**src/rtl/xcvr_pkg.sv**
```systemverilog
package xcvr_pkg;
  typedef struct packed {
    logic loadA;
    logic loadB;
  } capStrobe_t;
endpackage

```
**src/rtl/xcvr_ctrl.sv**
```systemverilog
module xcvr_ctrl
  import xcvr_pkg::*;
#(
  parameter int SYNC_STAGES = 2
) (
  input  logic       clk,
  input  logic       rst,
  input  logic       enN,
  input  logic       dirToB,
  input  logic       capA,
  input  logic       capB,
  output capStrobe_t caps,
  output logic       aOe,
  output logic       bOe
);
  localparam int CHANNELS = 2;

  logic [CHANNELS-1:0] rawStrobe;
  logic [CHANNELS-1:0] pulse;

  assign rawStrobe = {capB, capA};

  // per-channel synchronizer plus a history flop for edge detection
  for (genvar g = 0; g < CHANNELS; g++) begin : gSync
    logic [SYNC_STAGES:0] pipe;
    always_ff @(posedge clk) begin
      if (rst) pipe <= '0;
      else     pipe <= {pipe[SYNC_STAGES-1:0], rawStrobe[g]};
    end
    assign pulse[g] = pipe[SYNC_STAGES-1] & ~pipe[SYNC_STAGES];
  end

  always_comb begin
    caps.loadA = pulse[0];
    caps.loadB = pulse[1];
  end

  always_comb begin
    aOe = !rst && !enN && !dirToB;
    bOe = !rst && !enN && dirToB;
  end

  // the two buses are never driven together
  assert_oe_exclusive_R8: assert property (@(posedge clk) !(aOe && bOe));
  // isolation releases both buses
  assert_isolate_R7: assert property (@(posedge clk) disable iff (rst)
    enN |-> (!aOe && !bOe));
  // a load strobe lasts a single cycle
  assert_single_load_a_R4: assert property (@(posedge clk) disable iff (rst)
    caps.loadA |=> !caps.loadA);
  assert_single_load_b_R4: assert property (@(posedge clk) disable iff (rst)
    caps.loadB |=> !caps.loadB);
endmodule

```
**src/rtl/xcvr_datapath.sv**
```systemverilog
module xcvr_datapath
  import xcvr_pkg::*;
#(
  parameter int WIDTH = 8
) (
  input  logic             clk,
  input  logic             rst,
  input  capStrobe_t       caps,
  input  logic             selStoredToB,
  input  logic             selStoredToA,
  input  logic             invertOut,
  input  logic [WIDTH-1:0] aIn,
  input  logic [WIDTH-1:0] bIn,
  output logic [WIDTH-1:0] aOut,
  output logic [WIDTH-1:0] bOut
);
  logic [WIDTH-1:0] regA;
  logic [WIDTH-1:0] regB;
  logic [WIDTH-1:0] polMask;

  always_ff @(posedge clk) begin
    if (rst) begin
      regA <= '0;
      regB <= '0;
    end else begin
      if (caps.loadA) regA <= aIn;
      if (caps.loadB) regB <= bIn;
    end
  end

  assign polMask = {WIDTH{invertOut}};

  always_comb begin
    bOut = (selStoredToB ? regA : aIn) ^ polMask;
    aOut = (selStoredToA ? regB : bIn) ^ polMask;
  end

  // reset clears storage
  assert_reset_clear_R1: assert property (@(posedge clk)
    rst |=> (regA == '0 && regB == '0));
  // A register takes the bus value on a load
  assert_load_a_R2: assert property (@(posedge clk) disable iff (rst)
    caps.loadA |=> (regA == $past(aIn)));
  // B register takes the bus value on a load
  assert_load_b_R3: assert property (@(posedge clk) disable iff (rst)
    caps.loadB |=> (regB == $past(bIn)));
  // no load, no change
  assert_hold_a_R4: assert property (@(posedge clk) disable iff (rst)
    !caps.loadA |=> $stable(regA));
  assert_hold_b_R4: assert property (@(posedge clk) disable iff (rst)
    !caps.loadB |=> $stable(regB));
endmodule

```
**src/rtl/dual_bus_xcvr.sv**
```systemverilog
module dual_bus_xcvr
  import xcvr_pkg::*;
#(
  parameter int WIDTH       = 8,
  parameter int SYNC_STAGES = 2
) (
  input  logic             clk,
  input  logic             rst,
  input  logic             enN,
  input  logic             dirToB,
  input  logic             capA,
  input  logic             capB,
  input  logic             selStoredToB,
  input  logic             selStoredToA,
  input  logic             invertOut,
  input  logic [WIDTH-1:0] aIn,
  output logic [WIDTH-1:0] aOut,
  output logic             aOe,
  input  logic [WIDTH-1:0] bIn,
  output logic [WIDTH-1:0] bOut,
  output logic             bOe
);
  capStrobe_t caps;

  xcvr_ctrl #(.SYNC_STAGES(SYNC_STAGES)) u_ctrl (
    .clk(clk), .rst(rst), .enN(enN), .dirToB(dirToB),
    .capA(capA), .capB(capB), .caps(caps), .aOe(aOe), .bOe(bOe)
  );

  xcvr_datapath #(.WIDTH(WIDTH)) u_dp (
    .clk(clk), .rst(rst), .caps(caps),
    .selStoredToB(selStoredToB), .selStoredToA(selStoredToA),
    .invertOut(invertOut), .aIn(aIn), .bIn(bIn),
    .aOut(aOut), .bOut(bOut)
  );
endmodule

```
**config.mk**
```make
export PLATFORM = sky130hd
export DESIGN_NAME = dual_bus_xcvr
export DESIGN_NICKNAME = d
export VERILOG_FILES = /design/src/rtl/xcvr_pkg.sv /design/src/rtl/xcvr_ctrl.sv /design/src/rtl/xcvr_datapath.sv /design/src/rtl/dual_bus_xcvr.sv
export SDC_FILE = /design/constraint.sdc
export NUM_CORES = 1
export LEC_CHECK = 0
export CORE_MARGIN = 2
export CORE_UTILIZATION = 62
export CTS_BUF_LIST = sky130_fd_sc_hd__clkbuf_8
export CTS_CLUSTER_DIAMETER = 30
export CTS_CLUSTER_SIZE = 40
export DETAILED_ROUTE_END_ITERATION = 16
export DONT_BUFFER_PORTS = 1
export PLACE_DENSITY = 0.83
export SLEW_MARGIN = 10
export SYNTH_ARGS = -nofsm -noshare
export SYNTH_HDL_FRONTEND = slang
export SYNTH_SLANG_ARGS = --single-unit
```
**constraint.sdc**
```tcl
create_clock -name clk -period 1 [get_ports clk]
set_input_delay 0.15 -clock clk [delete_from_list [all_inputs] [get_ports clk]]
set_output_delay 0.15 -clock clk [all_outputs]
set_load 0.1 [all_outputs]
```
==> results.yml, run 1 <==
run_status:
  status: "aborted with a tool error"
  haltStage: "3_5_place_dp"
  tool.error: "[ERROR DPL-0038] Utilization greater than 100%, impossible to legalize"
synth:
  ys_seq_area_frac: 0.392
  syn_area_um2: 1120
  avgSynthCellArea_um2: 10.8
  netlist_instances: 104
  ys_types: 14
  ys_ff_latch: 22
  synthesis.nets: 129
  ys_warn_count: 0
placed_design:
  place_congestion: 0.707
  port_buffers: 0
floorplanning:
  die_w_um: 46.6
  rows: 15
  start_util: 0.658
  die_y_um: 46.6
  io_pins: 43
## cell usage after synthesis
cell type	count	area share
buf_12	1	0.018
buf_2	1	0.0045
buf_4	1	0.0067
buf_6	3	0.030
buf_8	1	0.013
clkbuf_1	1	0.0033
dfxtp_1	22	0.39
mux2i_1	32	0.29
nor2_1	16	0.053
nor2b_1	6	0.033
nor2b_4	2	0.025
nor3_1	1	0.0045
nor3b_1	1	0.0067
xnor2_1	16	0.12
## through the flow
stage | setup WS [ns] | instances
2_1_floorplan | -0.266 | 104
3_3_place_gp | -0.0749 | 145
## cells by family after synthesis
| group | Yosys count | synth area share |
|---|---|---|
| xor gates and xnor gates | 16 | 0.125 |
| muxes | 32 | 0.285 |
| DFF | 22 | 0.392 |
| and+or+nand+nor | 26 | 0.123 |
| buffers and inverters | 8 | 0.0757 |
==> inputs of run 2 (changes only) <==
Settings changed: CORE_AREA set to 2 2 63 65, CORE_MARGIN 2 to unset, CORE_UTILIZATION 62 to unset, CTS_BUF_LIST sky130_fd_sc_hd__clkbuf_8 to unset, CTS_CLUSTER_DIAMETER 30 to unset, CTS_CLUSTER_SIZE 40 to unset, DIE_AREA set to 0 0 65 67, PLACE_DENSITY 0.83 to unset, PLACE_DENSITY_LB_ADDON set to 0.15.
==> results.yml, run 2 <==
grt:
  grt_overflow_total: 0
  grt_pass1_wl_um: 4660
  antenna_found_initial: 0
  grt_usage: 0.146
  grt_max_degree: 23
  grt_pass1_vias: 945
synth:
  synth_top_area_cell: "dfxtp_1"
  yosysMostFrequentCell: "mux2i_1"
  ys_seq_area_frac: 0.392
  synth_edf_count: 0
  yosys-top-cells-count: "mux2i_1, dfxtp_1, nor2_1, xnor2_1, nor2b_1"
  synth_top_flop_cell: "dfxtp_1"
  ys_types: 14
  netlist_instances: 104
  avgSynthCellArea_um2: 10.8
  ys_warn_count: 0
  synthArstFlopShare: 0
  syn_area_um2: 1120
  yosysTopAreaCellShare: 0.392
  ys_ff_latch: 22
  synthesis.nets: 129
  synthTopCellsByArea: "dfxtp_1, mux2i_1, xnor2_1, nor2_1, nor2b_1"
critical_path:
  r2r_setup_slack_ns: -0.01
  crit_family: "buffers and inverters"
  endpoint_kind: "primary output"
  critPathMaxFanout: 2
  critPathArrivalTime_ns: 1.21
  crit_slowest_cell: "dfxtp_2"
  crit_start: "u_dp.regB[1]"
  worstSetupPathType: "flip-flop to primary output"
  path_cells: "mux2i_1 > buf_4 > xnor2_4 > buf_12"
  cp.required_ns: 0.85
  cp-start-kind: "flip-flop"
  max_stage_delay_ns: 0.33
  cp_num_buf_inv: 2
  reg2reg_from: "u_ctrl.gSync[0].pipe[1]"
run_status:
  status: "finished, violations left"
  violations: "setup timing"
power_and_ir_drop:
  p_leak_nw: 0.785
  internal_power_mw: 2.07
  power.switching_mw: 1.14
  p_clk_frac: 0.266
  ir_worst_vdd_uv: 642
  pwr-share-seq: 0.291
  powerDensity_nw_per_um2: 1530
  swShare: 0.354
  combinationalPowerShare: 0.443
timing:
  fin_crit_ns: 1.36
  fmax_ghz: 0.737
  tightest_slew_ns: 0.864
  fin_worst_skew_ns: 0.00363
  hold_viol: 0
  rsz0062_at_grt: "true"
  setup_viol: 17
  setup_ws_ns: -0.356
  slew_headroom: 0.424
  slew_violations: 0
  holdWs_ns: 0.0103
  period_share: 1.36
placed_design:
  place_congestion: 0.620
  place_area_um2: 1900
  port_buffers: 0
  dp_hpwl_um: 1920
floorplanning:
  rows: 22
  start_util: 0.312
  die_w_um: 65
  die-area_um2: 4360
  io_pins: 43
  coreArea_um2: 3610
  die_y_um: 67
finish:
  drive_gt1_frac: 0.606
  fillers: 294
  layout_common_cells: "mux2i_1, buf_12, dfxtp_2"
  final_common_cell: "mux2i_1"
  nets: 153
  top_regs: "u_dp.regA: 8 flops, u_dp.regB: 8 flops, u_ctrl.gSync.pipe: 6 flops"
  final_area_um2: 2100
  antennaDiodeCount: 0
  syn_to_final_growth_pct: 86.6
clock_tree:
  path_clk_slew_ns: 0.08
  clock_path_buffers: 2
  clkSinkCount: 22
  cts_tree: "done"
  htreeDepth: 1
  clk_latency_ns: 0.27
  cts_buffers: 3
  clockRootBuffer: "clkbuf_8"
  postCtsSetupBuffers: 0
detailed_routing:
  dr.pass1.iters: 2
  dr.first_iter.drc_count: 11
  wl_per_cell_um: 15.3
  via_count: 814
  vias_per_cell: 4.65
  drc: 0
  postRouteAntennaNets: 0
  finalWirelength_um: 2680
run:
  cap_viol_max_count: 0
worst_hold_path:
  min_from: "capB"
  hold_class: "input pin to flip-flop"
run 2: cell counts after synthesis:
Identical to the previous run, type by type.
run 2: timing repair:
item	in CTS	in global routing
gates resized for setup	22	6
setup endpoints to repair	17	38
hold buffers	1	0
pin swaps	8	3
hold endpoints to repair	22	0
run 2: path summary, 6_finish.rpt:
| check | cells past startpoint | to |
|---|---|---|
| hold reg to reg | 1 | u_ctrl.gSync[0].pipe[1] |
| setup reg to reg | 4 | u_dp.regA[6] |
| setup / recovery | 4 | aOut[1] |
| hold / removal | 1 | u_ctrl.gSync[1].pipe[0] |
run 2: final cells by class:
| class | count | area, µm² | area share |
|---|---|---|---|
| Multi-Input combinational cell | 74 | 1050 | 0.499 |
| Sequential cell | 22 | 462 | 0.220 |
| Timing Repair Buffer | 27 | 458 | 0.218 |
| Tap cell | 48 | 60.1 | 0.0286 |
| Clock buffer | 3 | 41.3 | 0.0197 |
| Clock inverter | 1 | 30.0 | 0.0143 |
run 2: power groups by stage:
stage | Sequential, mW | Combinational [mW] | Clock, mW
5_1_grt | 0.938 | 1.46 | 0.915
3_3_place_gp | 0.942 | 1.38 | 0
3_5_place_dp | 0.945 | 1.39 | 0
6_report | 0.933 | 1.42 | 0.852
2_1_floorplan | 0.940 | 1.07 | 0
4_1_cts | 0.932 | 1.43 | 0.879
run 2: metrics by stage:
stage | TNS [ns] | power (mW) | setup WS (ns) | util | instances
6_report | -4.98 | 3.21 | -0.356 | 0.582 | 175
5_1_grt | -6.79 | 3.32 | -0.445 | 0.582 | 175
4_1_cts | -11.69 | 3.25 | -0.374 | 0.579 | 175
3_5_place_dp | -1.17 | 2.33 | -0.101 | 0.528 | 170
3_3_place_gp | -0.814 | 2.32 | -0.0726 | 0.528 | 170
2_1_floorplan | -4.20 | 2.01 | -0.266 | - | 104
run 2: kinds of logic after synthesis:
group,share of synthesized area
muxes,0.285
DFF,0.392
and+or+nand+nor,0.123
buffers and inverters,0.0757
xor gates and xnor gates,0.125
run 2: metal layers:
layer / track usage / share of wire / vias to the layer above
li1: - / - / 395
met4: 0.0718 / 0.020 / 0
met3: 0.0304 / 0.060 / 4
met2: 0.262 / 0.53 / 27
met1: 0.164 / 0.39 / 388
met5: 0 / 0 / -
No activity file was read; power rests on OpenSTA's default activity.
